File: src/rtl/lrsc_monitor.sv
module lrsc_monitor #(
  parameter int AW = 32,
  parameter int DW = 32,
  parameter int FAIL_CODE = 1
) (
  input  logic          clk,
  input  logic          rst_n,
  input  logic          req_valid,
  input  logic [1:0]    req_op,
  input  logic [AW-1:0] req_addr,
  input  logic [DW-1:0] req_wdata,
  input  logic          snoop_valid,
  input  logic [AW-3:0] snoop_word,
  output logic          mem_re,
  output logic          mem_we,
  output logic [AW-1:0] mem_addr,
  output logic [DW-1:0] mem_wdata,
  input  logic [DW-1:0] mem_rdata,
  output logic          rsp_valid,
  output logic [DW-1:0] rsp_data
);
  localparam int WW = AW - 2;
  localparam logic [1:0] OP_LD = 2'd0, OP_ST = 2'd1, OP_LR = 2'd2, OP_SC = 2'd3;

  logic          resv_valid;
  logic [WW-1:0] resv_word;
  logic          rsp_from_mem;
  logic [DW-1:0] rsp_code;

  wire [WW-1:0] req_word = req_addr[AW-1:2];
  wire is_ld = req_valid && req_op == OP_LD;
  wire is_st = req_valid && req_op == OP_ST;
  wire is_lr = req_valid && req_op == OP_LR;
  wire is_sc = req_valid && req_op == OP_SC;

  wire snoop_on_req  = snoop_valid && snoop_word == req_word;
  wire snoop_on_resv = snoop_valid && snoop_word == resv_word;
  wire req_on_resv   = resv_word == req_word;
  wire sc_ok         = is_sc && resv_valid && req_on_resv && !snoop_on_req;

  assign mem_re    = is_ld || is_lr;
  assign mem_we    = is_st || sc_ok;
  assign mem_addr  = req_addr;
  assign mem_wdata = req_wdata;
  assign rsp_data  = rsp_from_mem ? mem_rdata : rsp_code;

  always_ff @(posedge clk) begin
    if (!rst_n) begin
      resv_valid <= 1'b0;
      resv_word  <= '0;
    end else if (is_lr) begin
      resv_valid <= !snoop_on_req;
      resv_word  <= req_word;
    end else if (is_sc || (is_st && req_on_resv) || snoop_on_resv) begin
      resv_valid <= 1'b0;
    end
  end

  always_ff @(posedge clk) begin
    if (!rst_n) begin
      rsp_valid    <= 1'b0;
      rsp_from_mem <= 1'b0;
      rsp_code     <= '0;
    end else begin
      rsp_valid    <= req_valid;
      rsp_from_mem <= mem_re;
      rsp_code     <= (is_sc && !sc_ok) ? DW'(FAIL_CODE) : '0;
    end
  end
endmodule

File: config.mk
export PLATFORM = sky130hd
export DESIGN_NAME = lrsc_monitor
export DESIGN_NICKNAME = d
export VERILOG_FILES = /design/src/rtl/lrsc_monitor.sv
export SDC_FILE = /design/constraint.sdc
export NUM_CORES = 1
export LEC_CHECK = 0
export CAP_MARGIN = 40
export CELL_PAD_IN_SITES_DETAIL_PLACEMENT = 1
export CELL_PAD_IN_SITES_GLOBAL_PLACEMENT = 2
export CORE_ASPECT_RATIO = 1.1
export CORE_UTILIZATION = 17
export DETAILED_ROUTE_END_ITERATION = 6
export GPL_TIMING_DRIVEN = 1
export PLACE_DENSITY = 0.86
export SLEW_MARGIN = 20
export SYNTH_ARGS = -nofsm -noshare
export SYNTH_HDL_FRONTEND = slang
export SYNTH_SLANG_ARGS = --single-unit
export TNS_END_PERCENT = 10
File: constraint.sdc
create_clock -name clk -period 2.94 [get_ports clk]
set_input_delay 0.735 -clock clk [delete_from_list [all_inputs] [get_ports clk]]
set_output_delay 0.735 -clock clk [all_outputs]
set_load 0.03 [all_outputs]
==> results.txt, run 1 <==
start point of the critical path - snoop_word[27]
violated checks - negative setup slack
Worst Setup Start Kind - input pin
CP Class - input pin to output port
Placement Setup Slack - -763 ps
# IOs - 231
clk buf depth - 2
Crit path arrival time - 2260 ps
CP delay by family, top - simple AND/OR/NAND/NOR gates
met1 usage - 0.152
cts hold-fix bufs - 0
routing usage on met2 - 0.286
origin of the worst min-delay path - resv_word[17]
final hold vios - 0
share of post-route cells with drive strength above 1 - 0.328
relative slew slack - 0.507
final antenna diode count - 0
area delta synth->final - 79.7%
# H-tree levels - 2
Final GP Congestion - 0.900
Final Skew - 2.89 ps
DR pass1 iterations - 4
Post-Route WL - 13500 microns
grt ovf - 0
Final HPWL DP - 11200 microns
crit path cell chain - buf_8 -> xnor2_2 -> buf_4 -> nand4_1 -> or4_4 -> o2111ai_4 -> a21oi_4 -> buf_12
slowest CP cell - or4_4
Sequential cell area - 681 sq um
DR iter-0 viols - 92
final worst setup slack - -57.3 ps
post-synth cell types - 23
RSZ-0062 raised after global routing - yes
Slew @ Worst Pin - 737 ps
Final setup viols - 1
commonest non-fill, non-tap cells in the layout - clkdlybuf4s50_1, nand2_1, buf_4
Routed Antenna Nets - 0
first-pass GRT wire length - 19600 microns
# clock sinks - 34
Filler Cell Count - 1990
R2R Path Start - resv_word[27]
Tcrit/Tclk final - 1.02
Final Util - 0.312
Min-Delay Path Class - flip-flop to flip-flop
Die Wd - 127 microns
via count - 3060
fin nets - 661
worst path required time - 2200 ps
Cell Rows - 50
Leak Pwr - 0.00202 uW
initial antenna violation count - 0
status - finished with violations
max-cap violation count - 0
CTS clk-pin slew, worst paths - 50 ps
Die Ht - 140 microns
Post-Syn Nets - 503
Max Freq - 334 MHz
worst skew pair latency - 280 ps
total CTS buffers - 5
Routed WL per cell - 17.7 microns
Mapped Area - 2940 sq um
Placeable Area - 17000 sq um
drt drc - 0
vias per inst - 4.02
Crit Path Max Fanout - 2
multi-input logic area - 2150 sq um
most common cell after layout, fill and taps aside - clkdlybuf4s50_1
crit-path max cell delay - 560 ps
Mapped Cells - 371
Final Slew Violations - 0
Min Clock Period, post-route - 3000 ps
Starting Density - 0.174
Total Routing Usage GR - 0.148
Synth Register Bits - 34
VDD IR max - 0.169 mV
Syn Area/Cell - 7.93 sq um
vias in the first global route - 3419
CTS tree - yes
Pwr per Cell Area - 310 nW/um^2
sequential area share after synthesis - 0.231
clock root buffer master - clkbuf_16
WP buf/inv - 3
largest net degree at the start of global routing - 31
most used routing layer - met2
Yosys Warn Count - 0
Port Buf Inserts - 162
met3 usage in global routing - 0.0260
CP endpoint kind - output port
die outline area - 17800 sq um
-- registers in the layout (all words and copies together) (netlist names) --
name          cells
rsp_from_mem      1
rsp_code          1
resv_word        30
rsp_valid         1
resv_valid        1
-- worst paths after layout --
| check | to | cells after the start | slack, ps |
|---|---|---|---|
| setup / recovery | mem_we | 8 | -60 |
| hold reg to reg | resv_word[17] | 2 | 500 |
| setup reg to reg | rsp_code[0] | 8 | 1020 |
| hold / removal | resv_word[17] | 2 | 500 |
-- area by class of cell --
class                   instances  area share
multi-input cells             260       0.406
repair buffers                228       0.384
flip-flops and latches         34       0.129
well taps                     234      0.0554
clock buffers                   6      0.0263
-- kinds of logic (layout without fill, tap and decap cells) --
logic type	after synthesis	in the layout	share of synthesized area
flops	34	34	0.231
compound gates	34	34	0.0859
buf+inv	77	234	0.180
simple gates	135	135	0.231
mux	1	1	0.00383
xor+xnor	90	90	0.268
-- where the power goes --
part / total [uW] / leakage, uW / switching [uW] / internal [uW]
Sequential: 499 / 0.000277 / 21.8 / 477
Clock: 516 / 0.0000688 / 189 / 327
Combinational: 623 / 0.00168 / 295 / 328
-- stage by stage --
stage / hold WS (ps) / total power, uW / cells / setup TNS, ps / area, sq um
after floorplan: 472 / 837 / 371 / 0 / 2940
after global placement: 478 / 1090 / 753 / -754 / 4860
after CTS: 502 / 1660 / 761 / -41.8 / 5280
after global routing: 531 / 1700 / 762 / -126 / 5290
final: 501 / 1640 / 762 / -57.3 / 5290
after detailed placement: 489 / 1100 / 753 / -763 / 4860
-- synth_stat cells --
master	instances	share of area
o2bb2ai_1	1	0.0030
nor4_1	7	0.015
or4_1	1	0.0026
o2111ai_1	1	0.0030
nand4_1	18	0.038
and2_1	33	0.070
a21oi_1	2	0.0034
nand2_1	65	0.083
and2_0	1	0.0021
nor2_1	2	0.0026
and2b_1	1	0.0026
nor3_1	1	0.0017
nand4_2	1	0.0043
nand3_1	3	0.0051
dfxtp_1	34	0.23
a21boi_1	29	0.074
xnor2_1	75	0.22
mux2_2	1	0.0038
clkbuf_1	13	0.017
xor2_1	15	0.045
buf_4	64	0.16
a21boi_0	1	0.0026
and3_1	2	0.0043
-- worst reg2reg max path: cells and delay by family (launching register included) --
family,cells,cell delay (ps)
AND/OR/NAND/NOR,3,590
XOR/XNOR,1,160
AO/OA/AOI/OAI,1,190
buffers and inverters,3,420
flip-flops,1,460
-- per-layer routing --
| metal | wire, microns | up-vias |
|---|---|---|
| met1 | 4830 | 1450 |
| met4 | 579 | 0 |
| met2 | 7250 | 118 |
| met5 | 0 | - |
| met3 | 810 | 46 |
| li1 | - | 1446 |
-- timing repair --
item / in CTS / in global routing
pin swaps: 38 / 2
setup endpoints to repair: 1 / 1
buffers inserted: 3 / 1
endpoints found under the hold margin: 0 / 0
resized for setup: 258 / 2
(Power assumes the default switching activity.)
==> run 2, diff against run 1 <==
==> constraint.sdc (replaced) <==
create_clock -name clk -period 3.2 [get_ports clk]
set_input_delay 0.8 -clock clk [delete_from_list [all_inputs] [get_ports clk]]
set_output_delay 0.8 -clock clk [all_outputs]
set_load 0.03 [all_outputs]
==> run 2 against run 1 <==
- the run now ends clean
- cell area down 2.1%
- clock-buffer cell count up 1
- flip-flop and latch count unchanged
- total power down 7.2%
- final cell count down 0.66%
- clock skew down 0.62 ps
- global-route usage up 0.098 points
- critical path type unchanged
==> results.txt, run 2 (same netlist as run 1, synthesis figures left out) <==
status - completed
die outline area - 17800 sq um
Final Util - 0.306
Crit path arrival time - 2330 ps
Final Non-Filler Cells - 757
Filler Cell Count - 2001
Setup crit end - mem_we
Logic pwr share - 0.368
WP buf/inv - 3
Crit. path cell count - 8
Worst R2R Setup Slack - 1430 ps
grt ovf - 0
Total Routing Usage GR - 0.149
highest routed layer - met4
CP Class - input pin to output port
clk buf depth - 2
CTS clk-pin slew, worst paths - 60 ps
R2R Path Start - resv_word[23]
Min Clock Period, post-route - 3130 ps
CP delay by family, top - buffers and inverters
Sequential cell area - 681 sq um
Internal - 1030 uW
Starting Density - 0.174
CTS tree - yes
Final Slew Violations - 0
VDD IR max - 0.156 mV
DP Cell Count - 754
multi-input logic area - 2180 sq um
Pwr per Cell Area - 294 nW/um^2
most common cell after layout, fill and taps aside - clkdlybuf4s50_1
largest register by flop count - resv_word
fin nets - 654
first-pass GRT wire length - 19400 microns
Tcrit/Tclk final - 0.979
slowest CP cell - o2111ai_4
total CTS buffers - 5
# IOs - 231
Sw Ratio - 0.319
via count - 3034
commonest non-fill, non-tap cells in the layout - clkdlybuf4s50_1, nand2_1, buf_4
worst r2r dst - rsp_code[0]
Die Wd - 127 microns
Die Ht - 140 microns
CP endpoint kind - output port
clock root buffer master - clkbuf_16
Placeable Area - 17000 sq um
area delta synth->final - 76.0%
Min-Delay Path Class - flip-flop to flip-flop
DR pass1 iterations - 4
Max Freq - 319 MHz
Clock power frac - 0.330
DR iter-0 viols - 52
DR WL met2 - 7090 microns
Final HPWL DP - 11100 microns
crit path cell chain - clkdlybuf4s15_1 -> xor2_2 -> nor4_4 -> buf_4 -> nand4_1 -> o2111ai_4 -> a21oi_4 -> buf_12
relative slew slack - 0.539
Port Buf Inserts - 162
Leak Pwr - 0.00199 uW
crit-path max cell delay - 290 ps
NetSw - 486 uW
Worst Setup Start Kind - input pin
drt drc - 0
setup TNS - 0 ps
max-cap violation count - 0
Seq pwr share - 0.301
start point of the critical path - snoop_word[23]
met1 wire length - 5010 microns
vias per inst - 4.01
Post-Route WL - 13600 microns
# clock sinks - 34
final antenna diode count - 0
# H-tree levels - 2
cts hold-fix bufs - 0
Cell Rows - 50
R2R cell count - 6
Final GP Congestion - 0.885
vias in the first global route - 3305
Final Skew - 2.28 ps
Routed Antenna Nets - 0
max FFs per register - 30
Routed WL per cell - 17.9 microns
Final setup viols - 0
Slew @ Worst Pin - 689 ps
metal3 WL - 777 microns
worst path required time - 2400 ps
worst skew pair latency - 290 ps
largest net degree at the start of global routing - 32
Crit Path Max Fanout - 2
initial antenna violation count - 0
final hold vios - 0
share of post-route cells with drive strength above 1 - 0.319
[run 2: cell count changes in the layout (fill, tap and decap cells not counted), moves of 4 or more]
cell,change
buf_12,-4
buf_2,-18
buf_6,-4
clkdlybuf4s50_1,+5
clkbuf_2,+25
clkdlybuf4s15_2,-8
dlygate4sd2_1,-4
[run 2: how the worst min path moves through the flow]
stage                              from       endpoint  slack, ps  depth (start not counted)
final                      resv_word[6]   resv_word[6]        500                          2
after global routing       resv_word[3]   resv_word[3]        520                          2
after CTS                 resv_word[16]  resv_word[16]        500                          2
after detailed placement  resv_word[11]  resv_word[11]        490                          2
after global placement    resv_word[22]  resv_word[22]        480                          2
after floorplan            resv_word[0]   resv_word[0]        470                          2
[run 2: cell type report]
cell class                 count  area share
tap                          234      0.0565
sequential                    34       0.131
timing repair buffer         221       0.362
clock buffer                   7      0.0275
multi-input combinational    260       0.421
clock inverter                 1    0.000966
[run 2: worst register-to-register path, cell delays in order (launching register included)]
cell and delay (ps):
dfxtp_1 360, xnor2_2 250, nand4_1 190, nor4_4 380, o2111ai_4 180, buf_4 170
and3_1 150
[run 2: power groups by stage]
stage          sequential, uW  clock [uW]  combinational (uW)
3_5_place_dp              464           0                 539
3_3_place_gp              463           0                 535
5_1_grt                   460         531                 594
4_1_cts                   457         516                 548
6_report                  458         502                 560
2_1_floorplan             461           0                 308
[run 2: timing repair]
| action | 4_1_cts | 5_1_grt |
|---|---|---|
| resized for setup | 156 | 98 |
| setup endpoints to repair | 1 | 1 |
| setup buffers | 1 | 0 |
| pin swaps | 32 | 39 |
[run 2: per-stage QoR]
| step | hold WS, ps | setup WS [ps] | instance area (sq um) | power, uW |
|---|---|---|---|---|
| 5_1_grt | 522 | -17.3 | 5180 | 1590 |
| 2_1_floorplan | 472 | 350 | 2940 | 769 |
| 4_1_cts | 496 | 2.52 | 5170 | 1520 |
| 3_3_place_gp | 479 | -625 | 4830 | 998 |
| 6_report | 498 | 66.4 | 5180 | 1520 |
| 3_5_place_dp | 486 | -639 | 4830 | 1000 |
[run 2: routing by layer]
layer,track usage,vias up
li1,-,1436
met1,0.155,1429
met2,0.278,120
met3,0.0233,49
met4,0.0915,0
met5,0,-
